<file path="src/rtl/hbw_pkg.sv">
package hbw_pkg;
    typedef enum logic [1:0] {
        ST_IDLE,
        ST_READ,
        ST_WRITE,
        ST_VOID
    } hbw_state_e;

    localparam int unsigned DATA_W = 16;
    localparam int unsigned LANE_W = 8;
endpackage

</file>
<file path="src/rtl/hbw_ptr_reg.sv">
module hbw_ptr_reg #(
    parameter int unsigned OFF_W = 11
) (
    input  logic             clk,
    input  logic             rst_n,
    input  logic             ld,
    input  logic [OFF_W+1:0] ld_data,
    input  logic             adv,
    input  logic             adv_wide,
    output logic [OFF_W-1:0] off,
    output logic             rx_sel,
    output logic             auto_inc
);
    localparam int unsigned SEL_BIT = OFF_W;
    localparam int unsigned INC_BIT = OFF_W + 1;

    logic [OFF_W-1:0] step;

    always_comb begin
        step = adv_wide ? OFF_W'(2) : OFF_W'(1);
    end

    always_ff @(posedge clk) begin
        if (!rst_n) begin
            off      <= '0;
            rx_sel   <= 1'b0;
            auto_inc <= 1'b0;
        end else if (ld) begin
            off      <= ld_data[OFF_W-1:0];
            rx_sel   <= ld_data[SEL_BIT];
            auto_inc <= ld_data[INC_BIT];
        end else if (adv && auto_inc) begin
            off      <= off + step;
        end
    end
endmodule

</file>
<file path="src/rtl/hbw_ctrl.sv">
module hbw_ctrl
    import hbw_pkg::*;
(
    input  logic clk,
    input  logic rst_n,
    input  logic req,
    input  logic we,
    input  logic tgt_void,
    output logic accept,
    output logic idle,
    output logic ready,
    output logic nvalid,
    output logic rd_phase
);
    hbw_state_e state, state_nx;

    always_ff @(posedge clk) begin
        if (!rst_n) begin
            state <= ST_IDLE;
        end else begin
            state <= state_nx;
        end
    end

    always_comb begin
        state_nx = state;
        unique case (state)
            ST_IDLE: begin
                if (req) begin
                    if (tgt_void) begin
                        state_nx = ST_VOID;
                    end else if (we) begin
                        state_nx = ST_WRITE;
                    end else begin
                        state_nx = ST_READ;
                    end
                end
            end
            ST_READ:  state_nx = ST_IDLE;
            ST_WRITE: state_nx = ST_IDLE;
            ST_VOID:  state_nx = ST_IDLE;
            default:  state_nx = ST_IDLE;
        endcase
    end

    always_comb begin
        idle     = 1'b0;
        ready    = 1'b0;
        nvalid   = 1'b0;
        rd_phase = 1'b0;
        unique case (state)
            ST_IDLE:  idle = 1'b1;
            ST_READ:  begin ready = 1'b1; rd_phase = 1'b1; end
            ST_WRITE: ready = 1'b1;
            ST_VOID:  begin ready = 1'b1; nvalid = 1'b1; end
            default:  idle = 1'b0;
        endcase
        accept = idle && req;
    end
endmodule

</file>
<file path="src/rtl/hbw_lane.sv">
module hbw_lane
    import hbw_pkg::*;
#(
    parameter int unsigned AW = 16
) (
    input  logic              clk,
    input  logic              rst_n,
    input  logic              accept,
    input  logic              tgt_void,
    input  logic              we,
    input  logic              wide,
    input  logic [AW-1:0]     phys,
    input  logic [DATA_W-1:0] wdata,
    input  logic [DATA_W-1:0] ram_rdata,
    input  logic              rd_phase,
    output logic              ram_en,
    output logic              ram_we,
    output logic [AW-2:0]     ram_addr,
    output logic [1:0]        ram_be,
    output logic [DATA_W-1:0] ram_wdata,
    output logic [DATA_W-1:0] rdata
);
    logic lane_q;
    logic wide_q;

    always_ff @(posedge clk) begin
        if (!rst_n) begin
            lane_q <= 1'b0;
            wide_q <= 1'b0;
        end else if (accept) begin
            lane_q <= phys[0];
            wide_q <= wide;
        end
    end

    always_comb begin
        ram_en   = accept && !tgt_void;
        ram_we   = we;
        ram_addr = phys[AW-1:1];
        if (wide) begin
            ram_be    = 2'b11;
            ram_wdata = wdata;
        end else begin
            ram_be    = phys[0] ? 2'b10 : 2'b01;
            ram_wdata = {wdata[LANE_W-1:0], wdata[LANE_W-1:0]};
        end
    end

    always_comb begin
        rdata = '0;
        if (rd_phase) begin
            if (wide_q) begin
                rdata = ram_rdata;
            end else if (lane_q) begin
                rdata = {{LANE_W{1'b0}}, ram_rdata[DATA_W-1:LANE_W]};
            end else begin
                rdata = {{LANE_W{1'b0}}, ram_rdata[LANE_W-1:0]};
            end
        end
    end
endmodule

</file>
<file path="src/rtl/hbw_window.sv">
module hbw_window
    import hbw_pkg::*;
#(
    parameter int unsigned PKT_W = 5,
    parameter int unsigned OFF_W = 11,
    parameter int unsigned AW    = 16
) (
    input  logic              clk,
    input  logic              rst_n,
    input  logic              ptr_wr,
    input  logic [OFF_W+1:0]  ptr_wdata,
    input  logic              pkt_wr,
    input  logic [PKT_W-1:0]  pkt_wdata,
    input  logic              dp_req,
    input  logic              dp_we,
    input  logic              dp_wide,
    input  logic [15:0]       dp_wdata,
    output logic [15:0]       dp_rdata,
    output logic              dp_ready,
    output logic              dp_nvalid,
    input  logic [PKT_W-1:0]  rxq_head,
    input  logic              rxq_empty,
    output logic [PKT_W-1:0]  xl_pkt,
    output logic [OFF_W-1:0]  xl_off,
    input  logic [AW-1:0]     xl_addr,
    output logic              ram_en,
    output logic              ram_we,
    output logic [AW-2:0]     ram_addr,
    output logic [1:0]        ram_be,
    output logic [15:0]       ram_wdata,
    input  logic [15:0]       ram_rdata
);
    logic             rx_sel;
    logic             auto_inc;
    logic             tgt_void;
    logic             accept;
    logic             fsm_idle;
    logic             rd_phase;
    logic [PKT_W-1:0] tx_pkt;

    always_ff @(posedge clk) begin
        if (!rst_n) begin
            tx_pkt <= '0;
        end else if (pkt_wr) begin
            tx_pkt <= pkt_wdata;
        end
    end

    always_comb begin
        xl_pkt   = rx_sel ? rxq_head : tx_pkt;
        tgt_void = rx_sel && rxq_empty;
    end

    hbw_ptr_reg #(.OFF_W(OFF_W)) u_ptr (
        .clk      (clk),
        .rst_n    (rst_n),
        .ld       (ptr_wr),
        .ld_data  (ptr_wdata),
        .adv      (accept),
        .adv_wide (dp_wide),
        .off      (xl_off),
        .rx_sel   (rx_sel),
        .auto_inc (auto_inc)
    );

    hbw_ctrl u_ctrl (
        .clk      (clk),
        .rst_n    (rst_n),
        .req      (dp_req),
        .we       (dp_we),
        .tgt_void (tgt_void),
        .accept   (accept),
        .idle     (fsm_idle),
        .ready    (dp_ready),
        .nvalid   (dp_nvalid),
        .rd_phase (rd_phase)
    );

    hbw_lane #(.AW(AW)) u_lane (
        .clk       (clk),
        .rst_n     (rst_n),
        .accept    (accept),
        .tgt_void  (tgt_void),
        .we        (dp_we),
        .wide      (dp_wide),
        .phys      (xl_addr),
        .wdata     (dp_wdata),
        .ram_rdata (ram_rdata),
        .rd_phase  (rd_phase),
        .ram_en    (ram_en),
        .ram_we    (ram_we),
        .ram_addr  (ram_addr),
        .ram_be    (ram_be),
        .ram_wdata (ram_wdata),
        .rdata     (dp_rdata)
    );
endmodule

</file>
<file path="config.mk">
export PLATFORM = sky130hd
export DESIGN_NAME = hbw_window
export DESIGN_NICKNAME = d
export VERILOG_FILES = /design/src/rtl/hbw_pkg.sv /design/src/rtl/hbw_ptr_reg.sv /design/src/rtl/hbw_ctrl.sv /design/src/rtl/hbw_lane.sv /design/src/rtl/hbw_window.sv
export SDC_FILE = /design/constraint.sdc
export NUM_CORES = 1
export LEC_CHECK = 0
export CORE_ASPECT_RATIO = 0.75
export CORE_UTILIZATION = 32
export DETAILED_ROUTE_END_ITERATION = 12
export PLACE_DENSITY = 0.94
export SYNTH_ARGS = -nofsm -noshare
export SYNTH_HDL_FRONTEND = slang
export SYNTH_HIERARCHICAL = 1
export SYNTH_SLANG_ARGS = --single-unit
</file>
<file path="constraint.sdc">
create_clock -name clk -period 2.5 [get_ports clk]
set_input_delay 0.5 -clock clk [delete_from_list [all_inputs] [get_ports clk]]
set_output_delay 0.5 -clock clk [all_outputs]
set_load 0.05 [all_outputs]
</file>
Yosys cells after proc, flatten, opt, wreduce, memory -nomap -nowiden
Index checks and enable logic that the tools add are counted.
Storage, ports and cells
  register bits after elaboration: 22
  input port bits: 79
  logic and storage cells: 38
Operators by class
  add/sub/neg operators: 1
  equality and inequality tests: 4
  muxes and demuxes: 18
  reduce and logical (&&, ||, !) cells: 8
Operators by type and width (count)
  $mux 16: 3
  $mux 11: 2
  $mux 2: 6
  $add 11x11->11: 1
  $mux 8: 1
  $mux 5: 1
  $eq 2x2->1 const B: 2
  $logic_and 1x1->1: 4
  $mux 1: 4
  $pmux 2 s2: 1
  $reduce_or 3->1: 1
  $eq 2x1->1 const B: 1
  $logic_not 2->1: 1
  $ne 2x2->1 const B: 1
  $reduce_bool 2->1: 1
  $logic_not 1->1: 1

Depth between registers and ports, before layout
  word-level depth: 6
  depth in mapped cells: 8
  mapped depth without buffers: 8

Modules after synthesis
The synthesis kept the hierarchy.
By module, submodules not included
  hbw_ptr_reg: instances 1, cells each 82, area an instance 743.2 µm²
  hbw_lane: instances 1, cells each 78, area an instance 596.8 µm²
  hbw_window: instances 1, cells each 22, area an instance 252.7 µm²
  hbw_ctrl: instances 1, cells each 10, area an instance 102.6 µm²

Worst setup path before layout
Ideal clock, no wire load.
  path kind: reg2out
  start point: register u_ctrl.state[0]
  end point: output port dp_rdata[5]
  arrival: 1.679 ns
  required time: 2.000 ns
  path slack: 0.321 ns
  cell stages (with the launch flop): 5
  path through: dfxtp_1 nor2b_1 buf_2 nand2_1 mux2i_1
Between the ends
  word-level cells in the longest chain between the ends: 3
RTL lines
  start, declared: line hbw_ctrl.sv:15  | hbw_state_e state, state_nx;
  start signal, assigned: line hbw_ctrl.sv:21  | state <= state_nx;
  $eq 2x1->1: line hbw_ctrl.sv:51  | unique case (state)
  $mux 1: line hbw_ctrl.sv:51
  net rd_phase: line hbw_window.sv:38  | logic rd_phase;
  $mux 16: line hbw_lane.sv:51  | if (rd_phase) begin
  end, declared: line hbw_window.sv:18  | output logic [15:0] dp_rdata,
The timed path passes the listed nets, and every way through them passes these cells.

Worst setup path in the final report
  start point: input port dp_wide
  end point: register u_ptr.off[8]
Between the ends
  word-level cells in the longest chain between the ends: 4
RTL lines
  start, declared: line hbw_window.sv:16  | input logic dp_wide,
  $mux 2: line hbw_ptr_reg.sv:20  | step = adv_wide ? OFF_W'(2) : OFF_W'(1);
  $add 11x11->11: line hbw_ptr_reg.sv:33  | off <= off + step;
  $mux 11: line hbw_ptr_reg.sv:32  | end else if (adv && auto_inc) begin
  $mux 11: line hbw_ptr_reg.sv:28  | end else if (ld) begin
  end signal, assigned: line hbw_ptr_reg.sv:29  | off <= ld_data[OFF_W-1:0];
  end signal, assigned: line hbw_ptr_reg.sv:33
  end, declared: line hbw_ptr_reg.sv:10  | output logic [OFF_W-1:0] off,
No other way between the ends. The select of a mux whose other input is x is not followed.
A chain may end at the register's enable or synchronous reset.

==> metrics.csv <==
metric,value,unit
run status,finished clean,
critical path launch point type,primary input,
Finished Cell Area,2980,um2
Num CTS Buffers,3,
prevailing post-synth register cell,dfxtp_1,
RD Place Congestion,0.742,
Setup-failing EPs final,0,
GR Util All Layers,17.2,%
reg2reg start,u_ptr/off[0],
first-pass GRT wire length,7610,um
leakage power,1.18,nW
Die ar.,5600,um2
CP endpoint kind,flip-flop,
placed instance area,2920,um2
final hold violations,0,
vias in the first global route,1633,
Final nets,368,
post-synthesis compound-gate area fraction,8.86,%
Post-synth EDFFs,0,
Via density,4.59,
most area-hungry cell type in the Yosys netlist,dfxtp_1,
R2R Path End,u_ptr/off[8],
post-route ant nets,0,
synth unique cells,38,
Pwr Density,389,nW/um2
YS warnings,6,
final worst-path cycle share,89.7,%
crit-path max FO,4,
final WL,4810,um
antenna violations before repair,0,
busiest layer in global routing,met2,
synthesized instance count,192,
vias,1638,
total gr overflow,0,
max-cap violations,0,
worst hold margin,0.527,ns
Starting Density,34.0,%
Worst Setup EP,u_ptr/off[8],
worst-margin pin slew,0.702,ns
simple logic cell fraction of the synthesized area,24.5,%
Avg Inst Size Synth,8.83,um2
DR WL/cell,13.5,um
Die Width,86.1,um
Max VDD drop,0.000201,V
number of H-tree levels,1,
"Seq/Total Area, Yosys",26.0,%
length of the first detailed-routing pass in iterations,4,
critical path class,in2reg,
DRC,0,
post-synth top area share,26.0,%
cell count of the worst reg-to-reg path,7,
largest family of logic cells by synthesized area,simple AND/OR/NAND/NOR gates,
initial DRC count,20,
Rel. slew slack,53.1,%
area delta synth->final,75.6,%
CTS tree,yes,
largest net degree at the start of global routing,25,
HPWL Detailed,3970,um
postcts setup bufs,0,
Worst Hold Class,reg2reg,
worst-skew pair later-pin latency,0.26,ns
Arrival @ worst endpoint,2.38,ns
GRT met3 Usage,6.11,%
post-synthesis xor/xnor area fraction,4.13,%
post_cts resized,0,
reg2reg setup slack,0.66,ns
GR Layer Usage met2,31.4,%
Clock Tree Buf Depth,2,
DIE HEIGHT,65.0,um
GR Layer Usage met1,19.6,%
"top cells by area, synth","dfxtp_1 26%, buf_4 11%, mux2i_1 11%, mux2_2 8.6%, nand2_1 5.1%",
Yosys reg bits,22,
Clock Tree Root,clkbuf_8,
Critical Path Start,dp_wide,
Syn Nets,274,
antenna cells,0,
# hold bufs at CTS,0,
max frequency,0.446,GHz
Slew Limit Fails,0,
I/O pin cnt,148,
Synth async-reset ratio,0,%
core area,4980,um2
RSZ-0062 raised after global routing,false,
synthesized cell area,1700,um2
post-synthesis adder-cell area fraction,2.66,%
mux contribution to synthesized area,19.3,%
skew final,0.00396,ns
Crit path required time,2.64,ns
minimum clock period after layout,2.24,ns
CTS sink count,22,
Clock Pin Slew Worst Setup and Hold Paths,0.08,ns
layout cells sized above 1,28.8,%
cell row count,22,
I/O Buffers,117,
==> layout by cell type, fill, tap and decap left out, drive strengths merged, types with 4 or more instances in the layout <==
| cell | instances |
|---|---|
| nor2b | 13 |
| clkbuf | 4 |
| o21ai | 9 |
| xnor2 | 6 |
| mux2i | 18 |
| a21oi | 10 |
| clkdlybuf4s50 | 76 |
| and3 | 8 |
| dfxtp | 22 |
| nand2 | 24 |
| mux2 | 13 |
| inv | 6 |
| buf | 45 |
| and2 | 5 |
==> how the worst min path moves through the flow <==
stage	cells after the start	from	to
after floorplan	2	u_lane/lane_q	u_lane/lane_q
after global placement	2	u_lane/lane_q	u_lane/lane_q
after detailed placement	2	tx_pkt[0]	tx_pkt[0]
after CTS	2	tx_pkt[0]	tx_pkt[0]
after global routing	2	tx_pkt[2]	tx_pkt[2]
final	2	tx_pkt[0]	tx_pkt[0]
==> state kept, by name (all words and copies together) (netlist names) <==
| name | count |
|---|---|
| u_ctrl/state | 2 |
| u_ptr/off | 11 |
| u_lane/wide_q | 1 |
| tx_pkt | 5 |
| u_ptr/auto_inc | 1 |
| u_ptr/rx_sel | 1 |
| u_lane/lane_q | 1 |
==> metrics by stage <==
step / setup TNS [ns] / total power [mW] / worst slack [ns] / util, % / instances
detailed placement: -0.0291 / 0.915 / -0.0217 / 58.6 / 353
global route: 0 / 1.22 / 0.0876 / 59.7 / 357
CTS: 0 / 1.17 / 0.260 / 59.7 / 357
finish: 0 / 1.16 / 0.258 / 59.7 / 357
global placement: 0 / 0.906 / 0.0102 / 58.6 / 353
floorplan: 0 / 0.752 / 0.321 / - / 192
==> metal layers <==
metal	wire length, um	share of wire [%]	vias up
li1	-	-	823
met1	1880	39	749
met2	2510	52	62
met3	392	8.1	4
met4	29	0.60	0
met5	0	0	-
==> report_power, final <==
part,leakage (nW),internal [mW],switching [mW]
Sequential,0.182,0.372,0.0260
Clock,0.0288,0.140,0.115
Combinational,0.972,0.239,0.267
==> critical path: stages <==
cell and delay [ns]:
clkdlybuf4s50_1 0.48, inv_1 0.07, buf_4 0.14, fa_1 0.40
nand3b_1 0.26, nor3_2 0.31, xnor2_1 0.15, a21oi_1 0.08
==> synth_stat cells, drive strengths merged (3+ instances only) <==
master / count
nand2: 24
a21oi: 10
and2: 5
and3: 8
mux2: 13
inv: 6
nor2: 3
clkbuf: 3
buf: 29
dfxtp: 22
o21ai: 9
xnor2: 6
mux2i: 18
nor2b: 13
nor4b: 3
==> cell type report <==
class	instances	area, um2
multi-input combinational	132	1010
inverter	6	22.5
timing repair buffer	121	1360
clock buffer	4	55.1
tap	72	90.1
sequential	22	440
fill	441	2010
==> kinds of logic (layout without fill, tap and decap cells) <==
logic type / after synthesis / after routing
compound gates: 25 / 25
xor+xnor: 8 / 8
fa+ha+maj: 3 / 3
buf+inv: 38 / 131
flops: 22 / 22
mux: 31 / 31
simple gates: 65 / 65
Power figures use the tool's default switching activity.
